**config.mk**
```make
export PLATFORM = sky130hd
export DESIGN_NAME = ptc_tick_clock
export DESIGN_NICKNAME = d
export VERILOG_FILES = /design/src/rtl/ptc_pkg.sv /design/src/rtl/ptc_frac_accum.sv /design/src/rtl/ptc_tick_counter.sv /design/src/rtl/ptc_regfile.sv /design/src/rtl/ptc_tick_clock.sv
export SDC_FILE = /design/constraint.sdc
export NUM_CORES = 1
export LEC_CHECK = 0
export ABC_AREA = 1
export BUFFER_PORTS_ARGS = -buffer_cell sky130_fd_sc_hd__buf_2
export CAP_MARGIN = 20
export CORE_MARGIN = 5
export CORE_UTILIZATION = 40
export CTS_BUF_LIST = sky130_fd_sc_hd__clkbuf_16
export CTS_CLUSTER_DIAMETER = 40
export DETAILED_ROUTE_END_ITERATION = 7
export PLACE_DENSITY_LB_ADDON = 0.2
export SLEW_MARGIN = 10
export SYNTH_ARGS = -nofsm -noshare
export SYNTH_HDL_FRONTEND = slang
export SYNTH_SLANG_ARGS = --single-unit
```
**constraint.sdc**
```tcl
create_clock -name clk -period 2 [get_ports clk]
set_input_delay 0.1 -clock clk [delete_from_list [all_inputs] [get_ports clk]]
set_output_delay 0.1 -clock clk [all_outputs]
set_load 0.02 [all_outputs]
```
**src/rtl/ptc_pkg.sv**
```systemverilog
// Package ptc_pkg
// Shared register map of the addend-tuned time counter.
// Assumes a word-addressed bus with four registers.
package ptc_pkg;
    localparam int unsigned REG_AW = 2;

    typedef enum logic [REG_AW-1:0] {
        REG_CTRL    = 2'd0,
        REG_ADDEND  = 2'd1,
        REG_TIME_LO = 2'd2,
        REG_TIME_HI = 2'd3
    } ptc_reg_e;

    localparam int unsigned CTRL_HOLD_BIT = 0;
endpackage

```
**src/rtl/ptc_frac_accum.sv**
```systemverilog
// Module ptc_frac_accum
// Fractional phase accumulator: adds the addend every cycle and reports
// the carry out of the addition in the same cycle.
// Assumes clear has priority and that the carry is ignored by the
// consumer in a cycle where clear is asserted.
module ptc_frac_accum #(
    parameter int unsigned ACC_W = 32
) (
    input  logic             clk,
    input  logic             rst_n,
    input  logic             clear,
    input  logic [ACC_W-1:0] addend,
    output logic             carry
);
    logic [ACC_W-1:0] acc_q;
    logic [ACC_W:0]   sum;

    // Widened sum so that the overflow is visible as its top bit.
    always_comb begin
        sum   = {1'b0, acc_q} + {1'b0, addend};
        carry = sum[ACC_W];
    end

    // Phase register: restarts at zero on reset or clear, otherwise wraps.
    always_ff @(posedge clk) begin
        if (!rst_n || clear) begin
            acc_q <= '0;
        end else begin
            acc_q <= sum[ACC_W-1:0];
        end
    end
endmodule

```
**src/rtl/ptc_tick_counter.sv**
```systemverilog
// Module ptc_tick_counter
// Time count in 32 ns units with clear, parallel load and single-step.
// Assumes the priority clear > load > increment; it wraps at 2^CNT_W.
module ptc_tick_counter #(
    parameter int unsigned CNT_W = 64
) (
    input  logic             clk,
    input  logic             rst_n,
    input  logic             clear,
    input  logic             load,
    input  logic [CNT_W-1:0] load_val,
    input  logic             inc,
    output logic [CNT_W-1:0] count
);
    logic [CNT_W-1:0] count_q;

    // Count register: reset/clear, else load, else step on a carry.
    always_ff @(posedge clk) begin
        if (!rst_n || clear) begin
            count_q <= '0;
        end else if (load) begin
            count_q <= load_val;
        end else if (inc) begin
            count_q <= count_q + CNT_W'(1);
        end
    end

    assign count = count_q;
endmodule

```
**src/rtl/ptc_regfile.sv**
```systemverilog
// Module ptc_regfile
// Bus-facing registers: control hold bit, addend, staged low time word
// and high-word shadow, plus the read multiplexer.
// Assumes at most one of bus_wr / bus_rd acts per cycle on one address;
// read data is combinational from the current address.
module ptc_regfile
    import ptc_pkg::*;
#(
    parameter int unsigned              DATA_W         = 32,
    parameter logic [DATA_W-1:0]        NOMINAL_ADDEND = 32'hA000_0000
) (
    input  logic                  clk,
    input  logic                  rst_n,
    input  logic                  bus_wr,
    input  logic                  bus_rd,
    input  logic [REG_AW-1:0]     bus_addr,
    input  logic [DATA_W-1:0]     bus_wdata,
    input  logic [2*DATA_W-1:0]   count,
    output logic [DATA_W-1:0]     addend,
    output logic                  hold,
    output logic                  load,
    output logic [2*DATA_W-1:0]   load_val,
    output logic [DATA_W-1:0]     bus_rdata
);
    localparam int unsigned CNT_W = 2 * DATA_W;

    logic              hold_q;
    logic [DATA_W-1:0] addend_q;
    logic [DATA_W-1:0] staged_lo_q;
    logic [DATA_W-1:0] shadow_hi_q;
    logic              wr_ctrl, wr_addend, wr_lo, wr_hi, rd_lo;

    // Address decode of the bus strobes.
    always_comb begin
        wr_ctrl   = bus_wr && (bus_addr == REG_CTRL);
        wr_addend = bus_wr && (bus_addr == REG_ADDEND);
        wr_lo     = bus_wr && (bus_addr == REG_TIME_LO);
        wr_hi     = bus_wr && (bus_addr == REG_TIME_HI);
        rd_lo     = bus_rd && (bus_addr == REG_TIME_LO);
    end

    // Control hold bit: set and cleared by software.
    always_ff @(posedge clk) begin
        if (!rst_n) begin
            hold_q <= 1'b0;
        end else if (wr_ctrl) begin
            hold_q <= bus_wdata[CTRL_HOLD_BIT];
        end
    end

    // Addend: nominal after reset, writable at any time including hold.
    always_ff @(posedge clk) begin
        if (!rst_n) begin
            addend_q <= NOMINAL_ADDEND;
        end else if (wr_addend) begin
            addend_q <= bus_wdata;
        end
    end

    // Staged low word: waits for the high-word write that commits it.
    always_ff @(posedge clk) begin
        if (!rst_n || hold_q) begin
            staged_lo_q <= '0;
        end else if (wr_lo) begin
            staged_lo_q <= bus_wdata;
        end
    end

    // High shadow: frozen at each low-word read for a coherent pair.
    always_ff @(posedge clk) begin
        if (!rst_n || hold_q) begin
            shadow_hi_q <= '0;
        end else if (rd_lo) begin
            shadow_hi_q <= count[CNT_W-1:DATA_W];
        end
    end

    // Load request towards the counter; hold takes precedence.
    always_comb begin
        load     = wr_hi && !hold_q;
        load_val = {bus_wdata, staged_lo_q};
    end

    // Read multiplexer.
    always_comb begin
        unique case (bus_addr)
            REG_CTRL:    bus_rdata = {{(DATA_W-1){1'b0}}, hold_q};
            REG_ADDEND:  bus_rdata = addend_q;
            REG_TIME_LO: bus_rdata = count[DATA_W-1:0];
            default:     bus_rdata = shadow_hi_q;
        endcase
    end

    assign addend = addend_q;
    assign hold   = hold_q;
endmodule

```
**src/rtl/ptc_tick_clock.sv**
```systemverilog
// Module ptc_tick_clock (top)
// Addend-tuned precision time counter: a fractional accumulator paces a
// 64-bit count of 32 ns units; a word bus reads and loads it coherently.
// Assumes one reference clock and a synchronous active-low reset.
module ptc_tick_clock
    import ptc_pkg::*;
#(
    parameter int unsigned       DATA_W         = 32,
    parameter logic [DATA_W-1:0] NOMINAL_ADDEND = 32'hA000_0000
) (
    input  logic              clk,
    input  logic              rst_n,
    input  logic              bus_wr,
    input  logic              bus_rd,
    input  logic [REG_AW-1:0] bus_addr,
    input  logic [DATA_W-1:0] bus_wdata,
    output logic [DATA_W-1:0] bus_rdata
);
    localparam int unsigned CNT_W = 2 * DATA_W;

    logic [DATA_W-1:0] addend_w;
    logic              hold_w;
    logic              load_w;
    logic [CNT_W-1:0]  load_val_w;
    logic              carry_w;
    logic [CNT_W-1:0]  count_w;
    logic              acc_clear_w;

    // The phase restarts on hold and on every full-time load.
    assign acc_clear_w = hold_w || load_w;

    ptc_regfile #(
        .DATA_W         (DATA_W),
        .NOMINAL_ADDEND (NOMINAL_ADDEND)
    ) u_regs (
        .clk       (clk),
        .rst_n     (rst_n),
        .bus_wr    (bus_wr),
        .bus_rd    (bus_rd),
        .bus_addr  (bus_addr),
        .bus_wdata (bus_wdata),
        .count     (count_w),
        .addend    (addend_w),
        .hold      (hold_w),
        .load      (load_w),
        .load_val  (load_val_w),
        .bus_rdata (bus_rdata)
    );

    ptc_frac_accum #(
        .ACC_W (DATA_W)
    ) u_accum (
        .clk    (clk),
        .rst_n  (rst_n),
        .clear  (acc_clear_w),
        .addend (addend_w),
        .carry  (carry_w)
    );

    ptc_tick_counter #(
        .CNT_W (CNT_W)
    ) u_count (
        .clk      (clk),
        .rst_n    (rst_n),
        .clear    (hold_w),
        .load     (load_w),
        .load_val (load_val_w),
        .inc      (carry_w),
        .count    (count_w)
    );
endmodule

```
# ---- Yosys cells after proc, flatten, opt, wreduce, memory -nomap -nowiden
# Index checks and enable logic that the tools add are counted.
dict set report op_classes {
  bitwise 0
  muxes 3
  magnitude_cmp 0
  n_div 0
  eq_ne 3
  n_reduce_logical 13
  multipliers 0
  add_sub_neg 2
  shift 0
}
# op n
set ops {}
lappend ops {{$mux W64} 2}
lappend ops {{$pmux W32 S3} 1}
lappend ops {{$add A64 B1 Y64 const B} 1}
lappend ops {{$add A32 B32 Y33} 1}
lappend ops {{$logic_and A1 B1 Y1} 6}
lappend ops {{$eq A2 B2 Y1 const B} 2}
lappend ops {{$logic_or A1 B1 Y1} 3}
lappend ops {{$eq A2 B1 Y1 const B} 1}
lappend ops {{$logic_not A1 Y1} 2}
lappend ops {{$logic_not A2 Y1} 1}
lappend ops {{$reduce_bool A2 Y1} 1}
dict set report word_totals {
  elab_cells 27
  inputBits 38
  n_memories 0
  regBits 193
  mem_bits_ro 0
  latchBits 0
  mem_bits_rw 0
}

# ---- Logic depth before layout (Yosys ltp)
dict set report depth {
  word_depth 5
  ltp_mapped 15
  depth_no_buf 14
}

# ---- Cells and area by module
# From an unflattened synthesis, not the netlist that was laid out.
dict set report unflattened {
  hier_cells 2084
  area_unflattened_um2 12798.5
}
# module cells_per_inst n_inst seq_area_each_um2 area_per_inst_um2
set by_module_without_submodules {}
lappend by_module_without_submodules {ptc_regfile 793 1 1941.9 4914.7}
lappend by_module_without_submodules {ptc_tick_counter 710 1 1281.2 4606.9}
lappend by_module_without_submodules {ptc_frac_accum 578 1 640.6 3265.6}
lappend by_module_without_submodules {ptc_tick_clock 3 1 0.0 11.3}

# ---- Least setup slack after synthesis
# Ideal clock, no wire load.
dict set report synth_path {
  kind {reg2reg}
  start {register u_regs.addend_q[0], in the netlist u_regs.addend[0]}
  end {register u_count.count_q[53], in the netlist u_count.count[53]}
  slack_ns -0.023
  period_less_slack_ns 2.023
  stages_incl_launch_ff 15
  t_required_ns 1.885
  arrival_ns 1.909
  setup_time_ns 0.115
  cell_sequence {dfxtp_1 ha_1 fa_1 nand2_1 nand2_1 nand3_1 nand2_1 nand2_1 nand2_2 nand2_2 nand2_2 buf_6 buf_6 o21ai_1 nor2_1}
}
dict set report synth_via {
  elab_chain_len 2
}
# element line_no
set synth_lines {}
lappend synth_lines {{from (decl)} ptc_regfile.sv:28} ;# logic [DATA_W-1:0] addend_q;
lappend synth_lines {{from (signal assigned)} ptc_regfile.sv:56} ;# addend_q <= bus_wdata;
lappend synth_lines {{$add A32 B32 Y33} ptc_frac_accum.sv:20} ;# sum = {1'b0, acc_q} + {1'b0, addend};
lappend synth_lines {{$reduce_bool A2 Y1 (no line)} n/a}
lappend synth_lines {{to (signal assigned)} ptc_tick_counter.sv:22} ;# count_q <= load_val;
lappend synth_lines {{to (signal assigned)} ptc_tick_counter.sv:24} ;# count_q <= count_q + CNT_W'(1);
lappend synth_lines {{to (decl)} ptc_tick_counter.sv:15} ;# logic [CNT_W-1:0] count_q;
# Every way passes these cells.
# A chain may end at the register's enable or synchronous reset.

# ---- Worst setup path after layout
dict set report layout_path {
  start {register u_regs.addend_q[0], in the netlist u_regs.addend[0]}
  end {register u_count.count_q[7], in the netlist u_count.count[7]}
}
# The elaborated chain is that of the path after synthesis.

==> impl_metrics.yaml <==
critical_path:
  worst_setup_path_end_kind: "flip-flop"
  ff2ff_path_depth: 15
  path_class: "flip-flop to flip-flop"
  worst-endpoint-arrival_ps: 2520
  cp_data_required_time_ps: 2350
  regToRegSetupSlack_ps: -180
  crit_fanout: 6
  critPathLaunchType: "flip-flop"
timing:
  worst_pin_slew_ps: 779
  tns_ps: -7760
  hold_viol_final: 0
  final_critical_path_setup_slack_ps: -176
  max_clock_freq_mhz: 460
  finClkSkew_ps: 13.4
  period_share_pct: 109
  maxSlewViolCount: 0
  hold_slack_ps: 21.5
  rsz0062_at_grt: "yes"
  finalSetupViolCount: 59
  slew_headroom_pct: 48.0
  final.min_clock_period_ps: 2180
synthesis:
  synth_flop_cell: "dfxtp_1"
  yosys.area.top_type_share_pct: 32.2
  syn_area_um2: 12000
  ys_top_cells_by_count: "nand2_1, nor2_1, inv_1"
  synth-seq-cells: 193
  ys_warn_count: 0
  synthArstFlopShare_pct: 0
  yosys.area.top_type: "dfxtp_1"
  syn-mean-instance-area_um2: 6.11
  synth_edf_count: 0
  synth_nets: 2037
  synth.most_common_cell: "nand2_1"
  yosysSeqAreaShare_pct: 32.2
  netlist_top_cells_area: "dfxtp_1, nand2_1, nor2_1"
  syn_inst: 1965
  yosysUniqueCellTypes: 40
run_status:
  violations: "negative setup slack"
  outcome: "finished with violations"
floorplanning:
  start_util_pct: 40.5
  fp.dieW_um: 183
  ios: 70
  rows: 63
  die-area_um2: 33600
  chipHeight_um: 183
  core_um2: 29600
cells_and_area:
  multiInputGateArea_um2: 7550
  drive_gt1_share_pct: 20.8
  fillers: 3013
  fin_nets: 2255
  syn2layout_area_growth_pct: 30.4
  antenna_cells: 0
  regArea_um2: 3870
  fin_area_um2: 15700
clock_tree:
  htreeDepth: 4
  cts_tree: "done"
  clkSlewWorstSetupHoldPaths_ps: 90
  cts-root-buf: "clkbuf_16"
  cts_buffer_depth: 2
  clock_latency_ps: 450
  cts_sinks: 193
  cts_buffers: 17
power:
  p_leak_uw: 0.00659
  ir_drop_v: 0.000593
  combPwrFrac_pct: 28.9
  power.density_nw_per_um2: 730
  clockPowerShare_pct: 30.6
  p_seq_share_pct: 40.5
  p_int_uw: 7300
  p_switching_uw: 4140
  swShare_pct: 36.2
placement:
  routabilityCongestion: 0.970
  pre_cts_slack_ps: -211
  place_hpwl_um: 34800
  io_buffers: 69
  place_area_um2: 13800
job:
  maxCapViolations: 0
grt:
  grt_max_degree: 64
  grt_pass1_vias: 12800
  grt_antenna_before_repair: 1
  grtUsageTotal_pct: 27.3
  gr-total-overflow: 0
  grt_first_pass_wirelength_um: 72100
routing:
  drc_errors: 0
  drt-initial-drc-count: 1312
  post_drt_wl_per_cell_um: 18.3
  routed_via_density: 5.37
  drt_first_pass_iters: 7
  ant_nets: 0
  drt-total-wl_um: 47400
  via_count: 13900
min_path:
  hold_class: "input pin to flip-flop"
  hold-path-cell-count: 3
-- layout by cell type, fill, tap and decap left out, types with 4 or more instances in the layout --
cell type and n:
nor2_2 20, ha_1 20, a21oi_2 17, a21oi_1 157, buf_12 13, buf_16 4, dlygate4sd3_1 27, nand2_1 494
ha_4 13, nor2_4 11, o21ai_2 44, clkbuf_16 21, o21ai_1 18, xor2_1 5, nand2_4 10, nand3b_1 11
clkinv_4 4, o21ai_0 127, dfxtp_1 186, nand3_1 98, o21bai_1 13, buf_4 152, nand2_2 31, nor3_1 7
inv_1 214, nand4_1 17, inv_2 10, buf_2 69, o221ai_1 29, buf_6 6, dfxtp_2 7, nor2_1 296
-- cell type report --
cell class              instances  area share [%]
clock inverters                14           0.959
inverters                     225            5.42
repair buffers                277            14.8
clock buffers                  17            2.72
multi-input cells            1469            48.2
flip-flops and latches        193            24.7
well taps                     390            3.12
-- state kept, by name, indices dropped and copies added, names as in the netlist --
name / count
u_count.count: 64
u_regs.staged_lo_q: 32
u_regs.hold: 1
u_regs.addend: 32
u_accum.acc_q: 32
u_regs.shadow_hi_q: 32
-- path summary, 6_finish.rpt --
check | start | end
worst min register to register | u_regs.staged_lo_q[3] | u_regs.staged_lo_q[3]
worst max-delay path | u_regs.addend[0] | u_count.count[7]
worst min-delay path | bus_wdata[12] | u_regs.staged_lo_q[12]
worst max register to register | u_regs.addend[0] | u_count.count[7]
-- timing repair --
item / CTS / global route
hold buffers: 27 / 0
hold endpoints to repair: 38 / 0
resized for setup: 48 / 137
endpoints found under the setup margin: 67 / 82
setup buffers: 6 / 10
pin swaps: 17 / 31
cloned: 5 / 5
-- logic make-up after synthesis --
family,synth area share [%]
AOI/OAI and AO/OA,18.9
DFF,32.2
and+or+nand+nor,34.4
adders and majority gates,3.60
buffers and inverters,10.3
xor gates and xnor gates,0.583
-- per-layer routing --
| metal | vias to the layer above | wire (µm) | GRT usage [%] | part of all wire, % |
|---|---|---|---|---|
| met1 | 6453 | 20500 | 37.0 | 43 |
| met2 | 544 | 22100 | 45.6 | 47 |
| li1 | 6787 | - | - | - |
| met4 | 0 | 1350 | 7.30 | 2.8 |
| met3 | 94 | 3430 | 4.03 | 7.2 |
| met5 | - | 0 | 0 | 0 |
-- critical path: stages, from the launching register on --
cell and delay [ps]:
dfxtp_2 340, ha_4 160, fa_2 360, nand2_2 90, nand2_2 50, nand3_2 60
nand2_2 60, nand2_2 80, nand2_4 70, nand2_4 90, buf_12 120, nand2_8 100
buf_6 160, clkbuf_16 150, o21ai_2 110, nor2_1 50
-- power by group through the flow --
| stage | sequential [µW] | clock [µW] | combinational, µW |
|---|---|---|---|
| floorplan | 4540 | 0 | 1560 |
| global placement | 4660 | 0 | 2490 |
| global route | 4660 | 3680 | 3590 |
| CTS | 4580 | 3530 | 2890 |
| finish | 4630 | 3500 | 3310 |
| detailed placement | 4660 | 0 | 2530 |
-- per-stage QoR --
step,power (µW),cells,util (%)
2_1_floorplan,6100,1965,-
3_3_place_gp,7150,2502,46.4
3_5_place_dp,7190,2502,46.4
4_1_cts,11000,2570,50.4
5_1_grt,11900,2585,52.8
6_report,11400,2585,52.8
No activity file was read; power rests on OpenSTA's default activity.
